`config.mk`:
```
export PLATFORM = sky130hd
export DESIGN_NAME = grl_unit
export DESIGN_NICKNAME = d
export VERILOG_FILES = /design/src/rtl/grl_pkg.sv /design/src/rtl/grl_seed.sv /design/src/rtl/grl_ctrl.sv /design/src/rtl/grl_stage.sv /design/src/rtl/grl_unit.sv
export SDC_FILE = /design/constraint.sdc
export NUM_CORES = 1
export LEC_CHECK = 0
export BUFFER_PORTS_ARGS = -buffer_cell sky130_fd_sc_hd__buf_2
export CAP_MARGIN = 10
export CORE_MARGIN = 4
export CORE_UTILIZATION = 55
export DETAILED_ROUTE_END_ITERATION = 7
export PLACE_DENSITY = 0.76
export SLEW_MARGIN = 5
export SYNTH_ARGS = -nofsm -noshare
export SYNTH_HDL_FRONTEND = slang
export SYNTH_SLANG_ARGS = --single-unit
```
`constraint.sdc`:
```
create_clock -name clk -period 5.5 [get_ports clk]
set_input_delay 0.55 -clock clk [delete_from_list [all_inputs] [get_ports clk]]
set_output_delay 0.55 -clock clk [all_outputs]
set_load 0.02 [all_outputs]
```
`src/rtl/grl_pkg.sv`:
```
package grl_pkg;

    localparam int CODE_W = 8;
    localparam int NIB_W  = 4;

    typedef enum logic {
        TBL_SHARED = 1'b0,
        TBL_ROW    = 1'b1
    } grl_tbl_src_e;

    typedef struct packed {
        logic         src_zero;
        logic         invert;
        logic         narrow;
        grl_tbl_src_e tbl_src;
    } grl_mode_t;

    // two-input table: index is {low member of the pair, high member}
    function automatic logic lut2_eval(input logic [NIB_W-1:0] nib,
                                       input logic lo_bit,
                                       input logic hi_bit);
        logic [1:0] idx;
        idx = {lo_bit, hi_bit};
        return nib[idx];
    endfunction

    // pick the table half for a given bit position within a stage
    function automatic logic [NIB_W-1:0] nib_pick(input logic [CODE_W-1:0] code,
                                                  input logic upper);
        return upper ? code[CODE_W-1:NIB_W] : code[NIB_W-1:0];
    endfunction

endpackage

```
`src/rtl/grl_seed.sv`:
```
module grl_seed
    import grl_pkg::*;
#(
    parameter int W = 64
) (
    input  logic [W-1:0] src,
    input  grl_mode_t    mode,
    output logic [W-1:0] seed
);
    localparam int          PAIRS   = W / 2;
    localparam logic [W-1:0] ALT_PAT = {PAIRS{2'b01}};

    logic [W-1:0] base;

    always_comb begin
        base = mode.src_zero ? ALT_PAT : src;
        seed = mode.invert ? ~base : base;
    end
endmodule

```
`src/rtl/grl_ctrl.sv`:
```
module grl_ctrl
    import grl_pkg::*;
#(
    parameter int W    = 64,
    parameter int NSTG = 6
) (
    input  logic [W-1:0]             amount,
    input  logic [CODE_W-1:0]        imm,
    input  grl_mode_t                mode,
    output logic [NSTG-1:0]          stage_en,
    output logic [NSTG*CODE_W-1:0]   stage_code
);
    for (genvar s = 0; s < NSTG; s++) begin : g_stage
        localparam bit LANE_OK = (s < NSTG - 1);
        localparam bit ROW_FIT = ((s + 1) * CODE_W <= W);

        logic active;
        logic row_mode;

        always_comb begin
            active   = LANE_OK ? 1'b1 : ~mode.narrow;
            row_mode = (mode.tbl_src == TBL_ROW);
            stage_en[s] = active & (row_mode | amount[s]);
        end

        if (ROW_FIT) begin : g_row
            always_comb begin
                stage_code[s*CODE_W +: CODE_W] =
                    row_mode ? amount[s*CODE_W +: CODE_W] : imm;
            end
        end else begin : g_norow
            always_comb begin
                stage_code[s*CODE_W +: CODE_W] = imm;
            end
        end
    end
endmodule

```
`src/rtl/grl_stage.sv`:
```
module grl_stage
    import grl_pkg::*;
#(
    parameter int W      = 64,
    parameter int STRIDE = 1
) (
    input  logic [W-1:0]      din,
    input  logic              en,
    input  logic [CODE_W-1:0] code,
    output logic [W-1:0]      dout
);
    logic [NIB_W-1:0] nib_lo;
    logic [NIB_W-1:0] nib_hi;

    always_comb begin
        nib_lo = nib_pick(code, 1'b0);
        nib_hi = nib_pick(code, 1'b1);
    end

    for (genvar j = 0; j < W; j++) begin : g_bit
        localparam int  LO    = j & ~STRIDE;
        localparam int  HI    = j | STRIDE;
        localparam bit  UPPER = ((j & STRIDE) != 0);

        logic lut_out;

        always_comb begin
            lut_out = lut2_eval(UPPER ? nib_hi : nib_lo, din[LO], din[HI]);
            dout[j] = en ? lut_out : din[j];
        end
    end
endmodule

```
`src/rtl/grl_unit.sv`:
```
module grl_unit
    import grl_pkg::*;
#(
    parameter int W = 64
) (
    input  logic              clk,
    input  logic              rst,
    input  logic              in_valid,
    input  logic [W-1:0]      src,
    input  logic              src_zero,
    input  logic [W-1:0]      amount,
    input  logic [CODE_W-1:0] imm,
    input  logic              invert,
    input  logic              narrow,
    input  logic              per_row,
    output logic              out_valid,
    output logic [W-1:0]      result
);
    localparam int NSTG = $clog2(W);
    localparam int HALF = W / 2;

    grl_mode_t              mode;
    logic [W-1:0]           seed;
    logic [NSTG-1:0]        stage_en;
    logic [NSTG*CODE_W-1:0] stage_code;
    logic [W-1:0]           chain [NSTG+1];
    logic [W-1:0]           net_out;

    always_comb begin
        mode.src_zero = src_zero;
        mode.invert   = invert;
        mode.narrow   = narrow;
        mode.tbl_src  = per_row ? TBL_ROW : TBL_SHARED;
    end

    grl_seed #(.W(W)) u_seed (
        .src  (src),
        .mode (mode),
        .seed (seed)
    );

    grl_ctrl #(.W(W), .NSTG(NSTG)) u_ctrl (
        .amount     (amount),
        .imm        (imm),
        .mode       (mode),
        .stage_en   (stage_en),
        .stage_code (stage_code)
    );

    always_comb chain[0] = seed;

    for (genvar s = 0; s < NSTG; s++) begin : g_net
        grl_stage #(.W(W), .STRIDE(1 << s)) u_stage (
            .din  (chain[s]),
            .en   (stage_en[s]),
            .code (stage_code[s*CODE_W +: CODE_W]),
            .dout (chain[s+1])
        );
    end

    always_comb begin
        net_out = chain[NSTG];
        if (narrow) net_out[W-1:HALF] = '0;
    end

    always_ff @(posedge clk) begin
        if (rst) begin
            out_valid <= 1'b0;
            result    <= '0;
        end else begin
            out_valid <= in_valid;
            if (in_valid) result <= net_out;
        end
    end
endmodule

```
==> results.sh <==
export IMPL_outcome="complete, but fails checks"
export IMPL_failed_checks="design-rule violations"
export IMPL_synth_async_reset_ratio=0
export IMPL_antenna_found_initial=1
export IMPL_grt_max_degree=38
export IMPL_final_nets=2595
export IMPL_tns_ps=0
export IMPL_finalMaxSlewViolations=0
export IMPL_cts_buffer_depth=2
export IMPL_vias=20900
export IMPL_hold_path_depth=2
export IMPL_postCtsSetupBuffers=0
export IMPL_crit_reg2reg_launch="result[53]"
export IMPL_min_period_ps=5170
export IMPL_start_util=0.559
export IMPL_crit_path_start_kind="primary input"
export IMPL_netlist_area_um2=18300
export IMPL_setup_worst_path_start="per_row"
export IMPL_worstHoldPathType="reg -> reg"
export IMPL_syn_nets=2451
export IMPL_dieArea_um2=36200
export IMPL_avgSynthCellArea_um2=7.92
export IMPL_cts_resized=0
export IMPL_drive_above_1_share=0.228
export IMPL_dr_pass1_iters=8
export IMPL_area_delta_synth_final_pct=10.4
export IMPL_portBuffers=191
export IMPL_maxCapViolations=0
export IMPL_critPathArrivalTime_ps=5390
export IMPL_routed_wl_um=79900
export IMPL_drt_iter0_markers=2618
export IMPL_yosysUniqueCellTypes=98
export IMPL_clock_sinks=65
export IMPL_chipWidth_um=190
export IMPL_synthCells=2308
export IMPL_viasPerCell=7.20
export IMPL_cp_required_ps=5720
export IMPL_place_inst=2883
export IMPL_ios=208
export IMPL_maxSlewHeadroom=0.318
export IMPL_fmax_mhz=194
export IMPL_timing_final_crit_share=0.940
export IMPL_layout_setup_ws_ps=332
export IMPL_ctsRootBufferMaster="clkbuf_16"
export IMPL_ys_seq_elements=65
export IMPL_grt_pass1_wl_um=118000
export IMPL_cts_tree="built"
export IMPL_core_um2=32700
export IMPL_worst_slew_pin_slew_ps=1020
export IMPL_timing_hold_ws_ps=452
export IMPL_finalNonFillerCells=2899
export IMPL_setup_viol=0
export IMPL_rows=66
export IMPL_postRouteAntennaNets=0
export IMPL_dpl_hpwl_um=61000
export IMPL_h_tree_depth=3
export IMPL_reg2reg_slack_ps=4530
export IMPL_p_total_mw=6.93
export IMPL_hp_start="result[18]"
export IMPL_clock_skew_ps=0
export IMPL_synth_edf_count=0
export IMPL_diodes=0
export IMPL_min_to="result[18]"
export IMPL_yosysSeqAreaShare=0.0712
export IMPL_r2r_cells=3
export IMPL_r2r_end="result[53]"
export IMPL_track_usage=0.419
export IMPL_pre_cts_ws_ps=166
export IMPL_p_per_area_nw_per_um2=343
export IMPL_remaining_drc_errors=2
export IMPL_leakage_nw=8.75
export IMPL_peakVddDrop_mv=0.302
export IMPL_end_kind="register"
export IMPL_clkTransAtPathRegs_ps=60
export IMPL_die_h_um=190
export IMPL_overflow=0
export IMPL_yosys_warnings=0
export IMPL_numCtsBuffers=9
export IMPL_grt_setup_unrepaired="no"
export IMPL_wl_per_cell_um=27.6
export IMPL_synth_flop_cell="dfxtp_1"
export IMPL_path_class="in -> reg"
export IMPL_hold_viol_final=0
export IMPL_grt_pass1_vias=19700
export IMPL_path_max_fanout=22
export IMPL_place_congestion=1.03
export IMPL_cts_hold_buf=0
export IMPL_clk_latency_ps=340
## routing by layer
layer	track usage	wire length, um	share of wire
met4	0.286	6610	0.083
met3	0.0646	8010	0.10
met1	0.520	30100	0.38
met5	0	9	0.00011
met2	0.669	35200	0.44
## worst max-delay path: stages
cell,delay [ps]
buf_2,430
buf_12,200
nor2b_1,60
a21oi_1,510
mux2i_1,170
a22oi_2,550
mux2i_1,150
mux2i_1,340
mux2i_2,480
mux4_2,630
nand2_1,110
o21ai_0,100
mux2i_1,440
nor2_1,110
a2111oi_0,410
nor3_1,110
## synth_stat cells (all sizes together), types with 8 or more instances
cell | n | share of area
xnor2 | 52 | 0.028
a211oi | 38 | 0.017
nand3 | 71 | 0.019
a21oi | 154 | 0.043
a2111oi | 9 | 0.0050
a311oi | 8 | 0.0052
nor3 | 62 | 0.017
a21o | 12 | 0.0049
o21a | 31 | 0.013
mux4 | 54 | 0.067
o2111ai | 18 | 0.0096
or2 | 20 | 0.0068
a31oi | 8 | 0.0027
nand2 | 182 | 0.037
o21ai | 195 | 0.055
a22o | 25 | 0.012
mux2 | 39 | 0.024
nor2b | 44 | 0.015
a211o | 8 | 0.0038
buf | 65 | 0.025
nand2b | 11 | 0.0038
a22oi | 17 | 0.0078
o22a | 16 | 0.0077
inv | 19 | 0.0040
or3 | 25 | 0.0088
nor2 | 176 | 0.037
o31ai | 9 | 0.0050
and2 | 10 | 0.0037
dfxtp | 65 | 0.071
mux2i | 574 | 0.34
clkbuf | 119 | 0.024
o211ai | 24 | 0.0099
and3 | 24 | 0.0082
o311ai | 15 | 0.0086
o211a | 14 | 0.0077
o22ai | 21 | 0.0082
## where the power goes
group	switching, mW	internal, mW
clock network	0.228	0.396
logic	3.38	2.27
registers	0.0706	0.583
total	3.68	3.25
## cells in the final DEF (no fill, tap or decap), types with 11 or more instances in the layout
cell | Yosys | final
a22oi_1 | 14 | 13
a21o_1 | 12 | 12
mux2i_2 | 35 | 35
o21ai_0 | 150 | 148
nor3_1 | 61 | 61
a22o_1 | 24 | 24
o211a_1 | 14 | 14
mux2i_1 | 516 | 516
and3_1 | 24 | 24
o21a_1 | 31 | 31
nand2b_1 | 11 | 11
inv_1 | 16 | 16
o21ai_1 | 38 | 40
dfxtp_1 | 65 | 65
buf_4 | 7 | 126
a21oi_1 | 148 | 148
a211oi_1 | 34 | 34
mux2i_4 | 23 | 23
mux2_2 | 34 | 34
o22a_1 | 15 | 15
o2111ai_1 | 17 | 17
mux4_2 | 54 | 54
xnor2_1 | 45 | 45
nor2_1 | 175 | 173
nand3_1 | 71 | 71
nand2_1 | 182 | 182
o211ai_1 | 24 | 24
nor2b_1 | 43 | 43
o22ai_1 | 18 | 17
or2_2 | 14 | 14
or3_1 | 24 | 24
buf_2 | 33 | 190
## state kept, by name (all words and copies together), names as in the netlist
name / count
result: 64
out_valid: 1
## kinds of logic (layout without fill, tap and decap cells)
| group | after synthesis | after routing | share of synthesized area |
|---|---|---|---|
| buffers and inverters | 204 | 353 | 0.0533 |
| AOI/OAI and AO/OA | 670 | 670 | 0.252 |
| and+or+nand+nor | 650 | 650 | 0.168 |
| muxes | 667 | 667 | 0.428 |
| DFF | 65 | 65 | 0.0712 |
| xor gates and xnor gates | 52 | 52 | 0.0278 |
## worst max path at each step
stage,endpoint,slack (ps),cells after the start
2_1_floorplan,result[17],1030,15
3_5_place_dp,result[32],170,15
3_3_place_gp,result[16],250,14
5_1_grt,result[32],30,15
6_report,result[44],330,16
4_1_cts,result[16],510,14
## per-stage QoR
step / instance area, um^2 / util
finish: 20200 / 0.617
global route: 20200 / 0.617
CTS: 20200 / 0.617
detailed placement: 19900 / 0.608
global placement: 19900 / 0.608
floorplan: 18300 / -
## layout make-up
cell class	count	area, um^2
clock inverter	5	80.1
multi-input combinational	2039	16000
timing repair buffer	317	1920
sequential	65	1300
tap	442	553
fill	3021	12500
clock buffer	11	233
inverter	20	77.6
(Power assumes the default switching activity.)
